$ cat src/rtl/cdt_pkg.sv
package cdt_pkg;
  localparam int ADDR_W = 4;
  localparam logic [ADDR_W-1:0] OFS_RELOAD = 4'h0;
  localparam logic [ADDR_W-1:0] OFS_COUNT  = 4'h4;
  localparam logic [ADDR_W-1:0] OFS_CTRL   = 4'h8;
  localparam logic [ADDR_W-1:0] OFS_FLAG   = 4'hC;
  localparam int CTL_RUN_BIT    = 0;
  localparam int CTL_RELOAD_BIT = 1;
  localparam int CTL_DIV_LSB    = 8;
endpackage

$ cat src/rtl/cdt_prescale.sv
module cdt_prescale #(
  parameter int DIV_W = 8
) (
  input  logic             clk,
  input  logic             rst_n,
  input  logic             run,
  input  logic             clr,
  input  logic [DIV_W-1:0] div,
  output logic             tick
);
  logic [DIV_W-1:0] phase_q;

  always_ff @(posedge clk) begin
    if (!rst_n)                 phase_q <= '0;
    else if (clr || !run)       phase_q <= '0;
    else if (phase_q == div)    phase_q <= '0;
    else                        phase_q <= phase_q + 1'b1;
  end

  assign tick = run && !clr && (phase_q == div);

  AST_PHASE_BOUND: assert property (@(posedge clk) disable iff (!rst_n)
    phase_q <= div);
  AST_TICK_SPACING: assert property (@(posedge clk) disable iff (!rst_n)
    (tick && div != '0) |=> !tick);
endmodule

$ cat src/rtl/cdt_counter.sv
module cdt_counter #(
  parameter int W = 32
) (
  input  logic         clk,
  input  logic         rst_n,
  input  logic         tick,
  input  logic         auto_rl,
  input  logic [W-1:0] reload_val,
  input  logic         set_cnt,
  input  logic [W-1:0] set_val,
  input  logic         arm,
  output logic [W-1:0] cnt,
  output logic         expire
);
  localparam logic [W-1:0] ONE = W'(1);

  assign expire = tick && (cnt == ONE);

  always_ff @(posedge clk) begin
    if (!rst_n)        cnt <= '0;
    else if (set_cnt)  cnt <= set_val;
    else if (arm)      cnt <= reload_val;
    else if (expire)   cnt <= auto_rl ? reload_val : '0;
    else if (tick)     cnt <= cnt - ONE;
  end

  AST_STEP_ONE: assert property (@(posedge clk) disable iff (!rst_n)
    (tick && !set_cnt && !arm && cnt > ONE) |=> cnt == $past(cnt) - ONE);
  AST_ONESHOT_STOP: assert property (@(posedge clk) disable iff (!rst_n)
    (expire && !auto_rl && !set_cnt && !arm) |=> cnt == '0);
  AST_RELOAD_COPY: assert property (@(posedge clk) disable iff (!rst_n)
    (expire && auto_rl && !set_cnt && !arm) |=> cnt == $past(reload_val));
  AST_HOLD_IDLE: assert property (@(posedge clk) disable iff (!rst_n)
    (!tick && !set_cnt && !arm) |=> $stable(cnt));
  AST_ZERO_STAYS: assert property (@(posedge clk) disable iff (!rst_n)
    (cnt == '0 && !set_cnt && !arm) |=> cnt == '0);
endmodule

$ cat src/rtl/cdt_timer.sv
module cdt_timer
  import cdt_pkg::*;
#(
  parameter int DATA_W = 32,
  parameter int DIV_W  = 8
) (
  input  logic              clk,
  input  logic              rst_n,
  input  logic              bus_wr,
  input  logic [ADDR_W-1:0] bus_addr,
  input  logic [DATA_W-1:0] bus_wdata,
  output logic [DATA_W-1:0] bus_rdata,
  output logic              irq
);
  logic [DATA_W-1:0] reload_q, ctrl_q, cnt;
  logic              flag_q, irq_q, tick, expire;

  wire hit_reload = bus_wr && (bus_addr == OFS_RELOAD);
  wire hit_count  = bus_wr && (bus_addr == OFS_COUNT);
  wire hit_ctrl   = bus_wr && (bus_addr == OFS_CTRL);
  wire hit_flag   = bus_wr && (bus_addr == OFS_FLAG);
  wire cfg_wr     = hit_reload || hit_count || hit_ctrl;
  wire flag_clr   = hit_flag && bus_wdata[0];

  wire             running = ctrl_q[CTL_RUN_BIT] && (cnt != '0);
  wire [DIV_W-1:0] div     = ctrl_q[CTL_DIV_LSB +: DIV_W];
  wire             arm     = hit_ctrl && !ctrl_q[CTL_RUN_BIT]
                             && bus_wdata[CTL_RUN_BIT]
                             && bus_wdata[CTL_RELOAD_BIT] && (cnt == '0);

  cdt_prescale #(.DIV_W(DIV_W)) u_pre (
    .clk  (clk),
    .rst_n(rst_n),
    .run  (running),
    .clr  (cfg_wr),
    .div  (div),
    .tick (tick)
  );

  cdt_counter #(.W(DATA_W)) u_cnt (
    .clk       (clk),
    .rst_n     (rst_n),
    .tick      (tick),
    .auto_rl   (ctrl_q[CTL_RELOAD_BIT]),
    .reload_val(reload_q),
    .set_cnt   (hit_reload || hit_count),
    .set_val   (bus_wdata),
    .arm       (arm),
    .cnt       (cnt),
    .expire    (expire)
  );

  always_ff @(posedge clk) begin
    if (!rst_n) begin
      reload_q <= '0;
      ctrl_q   <= '0;
      flag_q   <= 1'b0;
      irq_q    <= 1'b0;
    end else begin
      if (hit_reload) reload_q <= bus_wdata;
      if (hit_ctrl)   ctrl_q   <= bus_wdata;
      if (expire)        flag_q <= 1'b1;
      else if (flag_clr) flag_q <= 1'b0;
      irq_q <= expire && !flag_q;
    end
  end

  assign irq = irq_q;

  always_comb begin
    case (bus_addr)
      OFS_RELOAD: bus_rdata = reload_q;
      OFS_COUNT:  bus_rdata = ctrl_q[CTL_RUN_BIT] ? cnt : '0;
      OFS_CTRL:   bus_rdata = ctrl_q;
      OFS_FLAG:   bus_rdata = {{(DATA_W-1){1'b0}}, flag_q};
      default:    bus_rdata = '0;
    endcase
  end

  AST_IRQ_SINGLE: assert property (@(posedge clk) disable iff (!rst_n)
    irq |=> !irq);
  AST_IRQ_ON_RISE: assert property (@(posedge clk) disable iff (!rst_n)
    irq |-> (flag_q && !$past(flag_q)));
  AST_FLAG_CLEARS: assert property (@(posedge clk) disable iff (!rst_n)
    (flag_clr && !expire) |=> !flag_q);
  AST_FLAG_KEEPS: assert property (@(posedge clk) disable iff (!rst_n)
    (!flag_clr && !expire) |=> flag_q == $past(flag_q));
  AST_RELOAD_HOLDS: assert property (@(posedge clk) disable iff (!rst_n)
    !hit_reload |=> $stable(reload_q));
endmodule

$ cat config.mk
export PLATFORM = sky130hd
export DESIGN_NAME = cdt_timer
export DESIGN_NICKNAME = d
export VERILOG_FILES = /design/src/rtl/cdt_pkg.sv /design/src/rtl/cdt_prescale.sv /design/src/rtl/cdt_counter.sv /design/src/rtl/cdt_timer.sv
export SDC_FILE = /design/constraint.sdc
export NUM_CORES = 1
export LEC_CHECK = 0
export ABC_AREA = 1
export BUFFER_PORTS_ARGS = -buffer_cell sky130_fd_sc_hd__buf_2
export CORE_MARGIN = 2
export CORE_UTILIZATION = 28
export DETAILED_ROUTE_END_ITERATION = 6
export HOLD_SLACK_MARGIN = 0.08
export PLACE_DENSITY = 0.53
export SETUP_SLACK_MARGIN = 0.3
export SLEW_MARGIN = 20
export SYNTH_ARGS = -nofsm -noshare
export SYNTH_HDL_FRONTEND = slang
export SYNTH_SLANG_ARGS = --single-unit
$ cat constraint.sdc
create_clock -name clk -period 1.7 [get_ports clk]
set_input_delay 0.17 -clock clk [delete_from_list [all_inputs] [get_ports clk]]
set_output_delay 0.17 -clock clk [all_outputs]
set_load 0.005 [all_outputs]
==> impl_metrics.csv, run 1 <==
group,metric,value,unit
floorplanning,rows,56,
grt,grt_max_degree,95,
drt,via_per_inst,4.82,
drt,routedWlPerCell,16.1,um
floorplanning,io_pins,72,
min_path,hold_path_end,"ctrl_q[30]$_SDFFE_PN0P_",
logic_synthesis,muxShareOfSynthArea,0,%
floorplanning,chipHeight,159,um
worst_setup_path,cp_slowest_cell,"dfxtp_1",
status,status,"finished with violations",
cts,cts_made_buffers,9,
placed_design,port_buffers,71,
logic_synthesis,ys_ff_latch,106,
worst_setup_path,path_class,"reg -> reg",
placed_design,placedCellCount,1543,
logic_synthesis,synth_top_family_by_area,"simple AND/OR/NAND/NOR gates",
placed_design,place_area,8430,um2
sta,drv_slew,0,
grt,grt_pass1_vias,7294,
sta,min_period,1.91,ns
drt,ant_nets,0,
worst_setup_path,r2r_start,"u_cnt.cnt[17]$_SDFFE_PN0P_",
worst_setup_path,cp_max_fo,5,
logic_synthesis,yosys.area_share.simple,33.6,%
min_path,hp-class,"in -> reg",
sta,fin_ws,-0.210,ns
power_and_ir_drop,power_density,703,nW/um2
floorplanning,die_w,159,um
grt,grt.met3_usage,2.89,%
logic_synthesis,synthCells,1084,
sta,finalCritPeriodShare,112,%
status,violations,"negative setup slack",
logic_synthesis,synth_cell_types,32,
worst_setup_path,end_kind,"flip-flop",
logic_synthesis,yosys_warnings,0,
worst_setup_path,arrival,2.18,ns
logic_synthesis,synth.area.top_cells,"dfxtp_1 31%, nand2_1 15%, o21ai_0 6.4%",
logic_synthesis,synthTopCellsByCount,"263 x nand2_1, 111 x nor2_1, 109 x inv_1",
floorplanning,core,23600,um2
sta,slew_headroom,69.1,%
cts,cts_max_level,3,
cts,cts_root_buf,"clkbuf_16",
cts,cts_tree,"yes",
sta,setup_viol,33,
logic_synthesis,synthArstFlopShare,0,%
drt,firstDrtPassIters,5,
worst_setup_path,reg2reg_slack,-0.21,ns
power_and_ir_drop,vdd_drop_max,0.000461,V
worst_setup_path,worstPathRequired,1.97,ns
worst_setup_path,cp_slowest_stage_delay,0.34,ns
grt,met1_usage,26.5,%
logic_synthesis,syn_area,6760,um2
worst_setup_path,start_kind,"flip-flop",
logic_synthesis,yosysMostFrequentCell,"nand2_1",
cts,clkLatencyLatePin,0.37,ns
worst_setup_path,path_cells,"buf_4, nor2_1, nand2_1, inv_1, nand3_1, nor2_4, buf_4, xor2_1, nand2_2, nand3_1, nand2_1, nand2_1, a21oi_2",
logic_synthesis,synth_edf_count,0,
worst_setup_path,ff2ff_path_depth,13,
grt,grt_pass1_wl,39600,um
sta,hold_viol,0,
worst_setup_path,cpMostUsedCell,"nand2_1",
logic_synthesis,synth.largest_area_cell,"dfxtp_1",
sta,worstMarginPinSlew,0.463,ns
grt,grt_usage,19.5,%
cts,cts_buffer_depth,2,
logic_synthesis,synth.avg_cell_area,6.23,um2
cts,cts_sinks,106,
drt,vias,7769,
sta,fmax,0.524,GHz
layout,design_area,10600,um2
grt,antenna_found_initial,0,
layout,nets,1331,
layout,drive_gt1_share,39.4,%
drt,drt-total-wl,26000,um
layout,final_cells,1612,
logic_synthesis,seq_area_frac_synth,31.4,%
placed_design,dp_slack,-0.216,ns
drt,initialDrtViolationCount,439,
floorplanning,start_util,28.6,%
logic_synthesis,yosys_most_used_dff,"dfxtp_1",
cts,clk_pin_slew_worst_paths,0.08,ns
logic_synthesis,synth.top_cell.area_share,31.4,%
power_and_ir_drop,p_leak,0.00471,uW
min_path,min_from,"bus_wdata[30]",
placed_design,routabilityCongestion,0.829,
grt,grt_busiest_layer,"met2",
drt,route.detailed.drc,0,
grt,use_met2,32.3,%
layout,diodes,0,
run,drv_cap,0,
placed_design,dp_hpwl,16000,um
logic_synthesis,synth_compound_area_share,19.3,%
floorplanning,die_area,25400,um2
logic_synthesis,synth-adder-area-share,0.741,%
logic_synthesis,synthXorXnorAreaFrac,3.50,%
min_path,min_delay_path_depth,3,
sta,rsz0062_at_grt,"true",
logic_synthesis,synthesis.nets,1127,
worst_setup_path,r2r-end,"u_cnt.cnt[23]$_SDFFE_PN0P_",
layout,fin_util,44.8,%
grt,grt_overflow,0,
layout,area_delta_synth_final,56.4,%
sta,clock-skew-final,0.00839,ns
-- cell usage in the layout (no fill, tap or decap), types with 15 or more instances in the layout --
cell type and n:
dfxtp_1 79, nand3_2 17, a21oi_1 66, o21ai_0 80, o21ai_2 20, buf_6 20
buf_2 69, nand4_1 40, clkbuf_16 15, xor2_1 23, nor2_2 15, nor2_4 23
nand2_2 26, or2_2 24, inv_2 15, nor2_1 85, nand2_4 24, dfxtp_2 23
nand3_1 35, buf_4 129, o21ai_1 27, nand2_1 214, buf_12 20, inv_1 102
-- through the flow --
stage / TNS, ns / hold slack, ns / power (uW)
after floorplan: 0 / 0.318 / 3760
after global placement: -4.53 / 0.448 / 4500
after detailed placement: -4.90 / 0.456 / 4500
after CTS: -4.47 / 0.0806 / 7140
after global routing: -9.77 / 0.0905 / 7810
final: -5.33 / 0.0811 / 7430
-- cells by family (layout without fill, tap and decap cells) --
kind of cell,Yosys count,after routing
AOI/OAI and AO/OA,239,239
buffers and inverters,189,398
xor gates and xnor gates,27,27
DFF,106,106
and+or+nand+nor,519,519
adders and majority gates,4,4
-- layout make-up --
cell class              count  area (um2)
well taps                 319         399
clock buffers               9         225
fillers                  2435       13000
flip-flops and latches    106        2170
multi-input cells         789        4830
clock inverters             7         103
repair buffers            260        2360
inverters                 122         485
-- worst max-delay path, delay by kind of cell, from the launching register on --
kind	cells	cell delay [ns]
compound gates	1	0.05
xor+xnor	1	0.19
buf+inv	3	0.39
flops	1	0.34
simple gates	8	0.82
-- state kept, by name, indices dropped and copies added, names as in the netlist --
register and count:
u_pre.phase_q 8, flag_q 1, ctrl_q 32, irq 1
reload_q 32, u_cnt.cnt 32
-- per-layer routing --
metal,vias up,wire length [um]
met2,164,12300
met5,-,0
met1,3627,12200
li1,3954,-
met4,0,461
met3,24,984
-- where the power goes --
| part | internal (uW) | switching, uW | total, uW |
|---|---|---|---|
| Clock | 1310 | 1080 | 2390 |
| Sequential | 2550 | 58.4 | 2610 |
| Combinational | 1100 | 1330 | 2440 |
| Total | 4960 | 2470 | 7430 |
-- timing repair --
action,CTS,global route
buffers inserted,18,14
endpoints found under the hold margin,9,0
hold buffers,9,0
pin swaps,26,45
endpoints found under the setup margin,74,75
gates resized for setup,181,112
cloned,6,6
-- worst max path at each step --
stage,start,end,cells after the start
final,u_cnt.cnt[17]$_SDFFE_PN0P_,u_cnt.cnt[23]$_SDFFE_PN0P_,13
after global routing,u_cnt.cnt[23]$_SDFFE_PN0P_,u_cnt.cnt[25]$_SDFFE_PN0P_,14
after CTS,u_cnt.cnt[15]$_SDFFE_PN0P_,u_cnt.cnt[14]$_SDFFE_PN0P_,12
after detailed placement,u_cnt.cnt[23]$_SDFFE_PN0P_,u_cnt.cnt[23]$_SDFFE_PN0P_,12
after global placement,u_cnt.cnt[6]$_SDFFE_PN0P_,u_cnt.cnt[29]$_SDFFE_PN0P_,12
after floorplan,u_cnt.cnt[11]$_SDFFE_PN0P_,u_cnt.cnt[20]$_SDFFE_PN0P_,12
(Power assumes the default switching activity.)
==> run 2, diff against run 1 <==
--- a/config.mk
+++ b/config.mk
@@ -10,8 +10,7 @@
 export CORE_MARGIN = 2
-export CORE_UTILIZATION = 28
+export CORE_UTILIZATION = 50
 export DETAILED_ROUTE_END_ITERATION = 6
 export HOLD_SLACK_MARGIN = 0.08
-export PLACE_DENSITY = 0.53
+export PLACE_DENSITY = 0.79
 export SETUP_SLACK_MARGIN = 0.3
-export SLEW_MARGIN = 20
 export SYNTH_ARGS = -nofsm -noshare
==> constraint.sdc (replaced) <==
create_clock -name clk -period 1.7 [get_ports clk]
set_input_delay 0.34 -clock clk [delete_from_list [all_inputs] [get_ports clk]]
set_output_delay 0.34 -clock clk [all_outputs]
set_load 0.005 [all_outputs]
==> run 2 against run 1 <==
Fmax decreased by 2.7%. Routed wire length decreased by 9.6%. The flow still finishes with violations (negative setup slack). Hold slack improved by 0.16 ns.
==> impl_metrics.csv, run 2 (same netlist as run 1, synthesis figures left out) <==
group,metric,value,unit
grt,grt_usage,32.0,%
layout,final_common_cell,"nand2_1",
layout,area_delta_synth_final,41.6,%
power_and_ir_drop,p_leak,0.00442,uW
floorplanning,core,13200,um2
drt,firstDrtPassIters,7,
placed_design,port_buffers,71,
layout,nets,1296,
cts,clk_pin_slew_worst_paths,0.07,ns
sta,hold_viol,0,
floorplanning,rows,42,
drt,ant_nets,0,
sta,slew_headroom,71.0,%
grt,grt_overflow,0,
grt,grt_pass1_vias,7770,
power_and_ir_drop,total_power,7120,uW
min_path,hp-class,"in -> reg",
floorplanning,start_util,51.0,%
sta,hold_slack,0.240,ns
grt,grt_pass1_wl,36900,um
drt,drt-total-wl,23500,um
status,violations,"negative setup slack",
cts,clkLatencyLatePin,0.37,ns
sta,clock-skew-final,0.00926,ns
placed_design,routabilityCongestion,0.973,
status,status,"finished with violations",
cts,cts_tree,"yes",
drt,vias,8067,
cts,cts_buffer_depth,2,
sta,fmax,0.510,GHz
run,drv_cap,0,
floorplanning,die_w,120,um
worst_setup_path,worstPathRequired,1.95,ns
sta,fin_ws,-0.262,ns
cts,cts_max_level,3,
floorplanning,io_pins,72,
layout,drive_gt1_share,33.4,%
drt,via_per_inst,5.63,
floorplanning,chipHeight,120,um
layout,largestRegisters,"ctrl_q: 32 flops, reload_q: 32 flops, u_cnt.cnt: 32 flops",
cts,cts_root_buf,"clkbuf_16",
placed_design,dp_slack,-0.282,ns
sta,worstMarginPinSlew,0.435,ns
grt,grt_max_degree,82,
cts,cts_sinks,106,
drt,routedWlPerCell,16.4,um
sta,min_period,1.96,ns
layout,diodes,0,
power_and_ir_drop,vdd_drop_max,0.000710,V
sta,setup_viol,66,
power_and_ir_drop,power_density,744,nW/um2
worst_setup_path,arrival,2.21,ns
layout,layout_common_cells,"237 x nand2_1, 118 x buf_4, 102 x inv_1",
worst_setup_path,start_kind,"flip-flop",
sta,finalCritPeriodShare,115,%
sta,drv_slew,0,
worst_setup_path,cp_max_fo,19,
cts,cts_made_buffers,9,
drt,route.detailed.drc,0,
worst_setup_path,end_kind,"flip-flop",
worst_setup_path,path_class,"reg -> reg",
sta,rsz0062_at_grt,"true",
placed_design,dp_hpwl,14600,um
floorplanning,die_area,14500,um2
cts,ctsHoldBuffers,0,
drt,initialDrtViolationCount,723,
grt,antenna_found_initial,0,
run 2: cell types whose count changed in the layout (fill, tap and decap cells not counted), sizes merged:
| cell | before | now |
|---|---|---|
| clkinvlp | 1 | 2 |
| dlygate4sd3 | 9 | 0 |
| clkbuf | 15 | 9 |
| clkinv | 4 | 3 |
| buf | 245 | 225 |
run 2: critical path, cell delays in order, from the launching register on:
cell,delay [ns]
dfxtp_2,0.34
nor2_4,0.15
nand2_2,0.10
nor2_4,0.16
nand2_2,0.11
nor2_4,0.21
nor2_4,0.08
and2_4,0.15
nor2_4,0.10
inv_4,0.07
buf_12,0.16
o21ai_2,0.13
a21oi_1,0.06
run 2: repair_timing:
item,4_1_cts,5_1_grt
pin swaps,15,20
cloned,5,0
endpoints found under the setup margin,74,84
setup buffers,12,6
resized for setup,107,69
run 2: power breakdown:
part / internal [uW] / leakage [uW] / switching, uW / total [uW]
sequential: 2550 / 0.000866 / 51.9 / 2600
clock: 1310 / 0.000156 / 1040 / 2350
combinational: 930 / 0.00340 / 1230 / 2160
run 2: worst paths after layout:
path / to / depth (start not counted) / slack (ns) / start
setup / recovery: u_cnt.cnt[9]$_SDFFE_PN0P_ / 12 / -0.26 / u_cnt.cnt[16]$_SDFFE_PN0P_
hold / removal: ctrl_q[4]$_SDFFE_PN0P_ / 3 / 0.24 / bus_wdata[4]
setup reg to reg: u_cnt.cnt[9]$_SDFFE_PN0P_ / 12 / -0.26 / u_cnt.cnt[16]$_SDFFE_PN0P_
hold reg to reg: irq$_SDFF_PN0_ / 1 / 0.49 / flag_q$_SDFFE_PN0P_
run 2: through the flow:
step | setup TNS, ns | cell area (um2) | instances | util [%]
2_1_floorplan | -0.000494 | 6990 | 1084 | -
3_3_place_gp | -9.23 | 8330 | 1395 | 62.9
3_5_place_dp | -11.53 | 8330 | 1395 | 62.9
4_1_cts | -6.56 | 9290 | 1428 | 70.1
5_1_grt | -14.14 | 9570 | 1434 | 72.2
6_report | -10.65 | 9570 | 1434 | 72.2
run 2: layer usage:
| layer | vias up | global-route usage [%] | share of wire, % |
|---|---|---|---|
| met4 | 0 | 15.3 | 4.2 |
| li1 | 3875 | - | - |
| met3 | 86 | 8.54 | 8.8 |
| met1 | 3715 | 38.0 | 39 |
| met5 | - | 0 | 0 |
| met2 | 391 | 53.7 | 48 |
run 2: final cells by class:
class | instances | area (um2)
Inverter | 122 | 503
Clock buffer | 9 | 225
Timing Repair Buffer | 225 | 1890
Sequential cell | 106 | 2140
Clock inverter | 7 | 103
Fill cell | 997 | 3680
Tap cell | 176 | 220
Multi-Input combinational cell | 789 | 4490
==> run 3, diff against run 2 <==
Settings changed: BUFFER_PORTS_ARGS -buffer_cell sky130_fd_sc_hd__buf_2 to -buffer_cell sky130_fd_sc_hd__clkbuf_2, PLACE_DENSITY 0.79 to 0.77.
Clock period 1.7 ns to 2.5 ns, I/O delays scaled along.
==> run 3 against run 2 <==
Power down 40%. The run now ends clean. Clock skew down 0.0015 ns. Clock power down 37%. Largest cell class unchanged. Register-to-register slack better by 0.65 ns. Highest routed layer unchanged. Via count down 11%. Sequential share of layout area up 5.2 points.
==> impl_metrics.csv, run 3 (same netlist as run 1, synthesis figures left out) <==
group,metric,value,unit
drt,dr_wl_met3,1440,um
worst_setup_path,worstPathRequired,2.00,ns
cts,cts_made_buffers,9,
worst_setup_path,cp_max_fo,17,
floorplanning,io_pins,72,
worst_setup_path,reg2reg_slack,0.39,ns
layout,multi_input_area,3900,um2
worst_setup_path,cp_slowest_cell,"o221ai_1",
drt,route.detailed.drc,0,
worst_setup_path,ff2ff_path_depth,13,
grt,grt_pass1_wl,31800,um
worst_setup_path,r2r_start,"u_cnt.cnt[11]$_SDFFE_PN0P_",
grt,grt_pass1_vias,6409,
floorplanning,die_w,120,um
placed_design,dp_hpwl,13800,um
worst_setup_path,end_kind,"output pin",
sta,fmax,0.467,GHz
floorplanning,chipHeight,120,um
layout,final_common_cell,"nand2_1",
floorplanning,die_area,14500,um2
sta,fin_ws,0.361,ns
power_and_ir_drop,total_power,4290,uW
worst_setup_path,r2r-end,"u_cnt.cnt[27]$_SDFFE_PN0P_",
power_and_ir_drop,p_leak,0.00338,uW
drt,met2_length,8440,um
worst_setup_path,path_cells,"clkbuf_2, inv_1, nand2_1, nor3_2, nand2_1, buf_4, o221ai_1, clkbuf_2",
drt,routedWlPerCell,14.6,um
layout,area_delta_synth_final,13.8,%
cts,cts_sinks,106,
placed_design,port_buffers,71,
run,drv_cap,0,
sta,slew_headroom,62.6,%
grt,antenna_found_initial,0,
worst_setup_path,path_class,"in -> out",
placed_design,routabilityCongestion,0.948,
floorplanning,rows,42,
layout,layout_common_cells,"263 x nand2_1, 109 x inv_1, 106 x dfxtp_1",
worst_setup_path,path_delay_family,"buffers and inverters",
cts,cts_buffer_depth,2,
layout,drive_gt1_share,16.6,%
cts,clkLatencyLatePin,0.36,ns
layout,diodes,0,
worst_setup_path,arrival,1.64,ns
worst_setup_path,crit_buf_inv,4,
layout,largestRegisters,"ctrl_q: 32 flops, reload_q: 32 flops, u_cnt.cnt: 32 flops",
sta,setup_viol,0,
sta,clock-skew-final,0.00780,ns
drt,drt-total-wl,19200,um
layout,register_area,2120,um2
drt,via_per_inst,5.43,
cts,cts_tree,"yes",
drt,met1_length,8980,um
min_path,min_delay_path_depth,3,
drt,vias,7144,
cts,cts_max_level,3,
status,status,"complete, no violations",
sta,drv_slew,0,
min_path,hp-class,"in -> reg",
cts,cts_root_buf,"clkbuf_16",
placed_design,dp_slack,0.305,ns
sta,rsz0062_at_grt,"true",
sta,tns,0,ns
power_and_ir_drop,power_density,557,nW/um2
sta,hold_viol,0,
drt,initialDrtViolationCount,668,
worst_setup_path,cp_slowest_stage_delay,0.26,ns
sta,finalCritPeriodShare,85.6,%
worst_setup_path,start_kind,"input pin",
sta,min_period,2.14,ns
cts,clk_pin_slew_worst_paths,0.07,ns
drt,highest_layer,"met4",
grt,grt_overflow,0,
grt,grt_max_degree,40,
min_path,min_from,"bus_wdata[6]",
layout,n_fill_cell,1273,
floorplanning,core,13200,um2
drt,ant_nets,0,
layout,nets,1178,
min_path,hold_path_end,"ctrl_q[6]$_SDFFE_PN0P_",
power_and_ir_drop,vdd_drop_max,0.000429,V
floorplanning,start_util,51.0,%
drt,firstDrtPassIters,5,
sta,worstMarginPinSlew,0.560,ns
grt,grt_usage,27.0,%
[run 3: worst register-to-register path, delay by kind of cell, from the launching register on]
| kind | cells | cell delay [ns] |
|---|---|---|
| flops | 1 | 0.38 |
| simple gates | 10 | 1.17 |
| compound gates | 1 | 0.13 |
| buf+inv | 2 | 0.36 |
[run 3: through the flow]
step	utilization (%)	instances	hold slack, ns	cell area (um2)
global route	58.1	1316	0.418	7690
CTS	57.8	1315	0.394	7660
floorplan	-	1084	0.421	6760
finish	58.1	1316	0.394	7690
global placement	55.5	1299	0.438	7340
detailed placement	55.5	1299	0.448	7340
[run 3: worst max path at each step]
stage	startpoint	endpoint	slack, ns	depth (start not counted)
finish	bus_addr[0]	bus_rdata[29]	0.36	8
global route	u_cnt.cnt[11]$_SDFFE_PN0P_	u_cnt.cnt[10]$_SDFFE_PN0P_	0.28	12
CTS	u_cnt.cnt[11]$_SDFFE_PN0P_	u_cnt.cnt[12]$_SDFFE_PN0P_	0.38	12
detailed placement	bus_addr[0]	bus_rdata[29]	0.31	8
global placement	bus_addr[0]	bus_rdata[29]	0.34	8
floorplan	bus_addr[0]	bus_rdata[11]	0.44	8
[run 3: area by class of cell]
| type | instances | area share (%) |
|---|---|---|
| multi-input cells | 789 | 50.7 |
| flip-flops and latches | 106 | 27.6 |
| repair buffers | 107 | 8.88 |
| inverters | 122 | 5.99 |
| clock buffers | 12 | 3.33 |
| well taps | 176 | 2.86 |
| clock inverters | 4 | 0.651 |
[run 3: timing repair]
action | in CTS | in global routing
buffers inserted | 0 | 1
hold buffers | 0 | 0
pin swaps | 0 | 1
setup endpoints to repair | 1 | 24
resized for setup | 1 | 11
[run 3: report_power, final]
group | internal (uW) | switching, uW | leakage, uW | total, uW
Sequential | 1740 | 50.0 | 0.000859 | 1790
Clock | 831 | 657 | 0.000145 | 1490
Combinational | 363 | 651 | 0.00237 | 1010
[run 3: per-layer routing]
layer  up-vias  global-route usage (%)
li1       3645                       -
met1      3194                    38.3
met2       271                    42.5
met3        34                    4.43
met4         0                    7.85
met5         -                       0
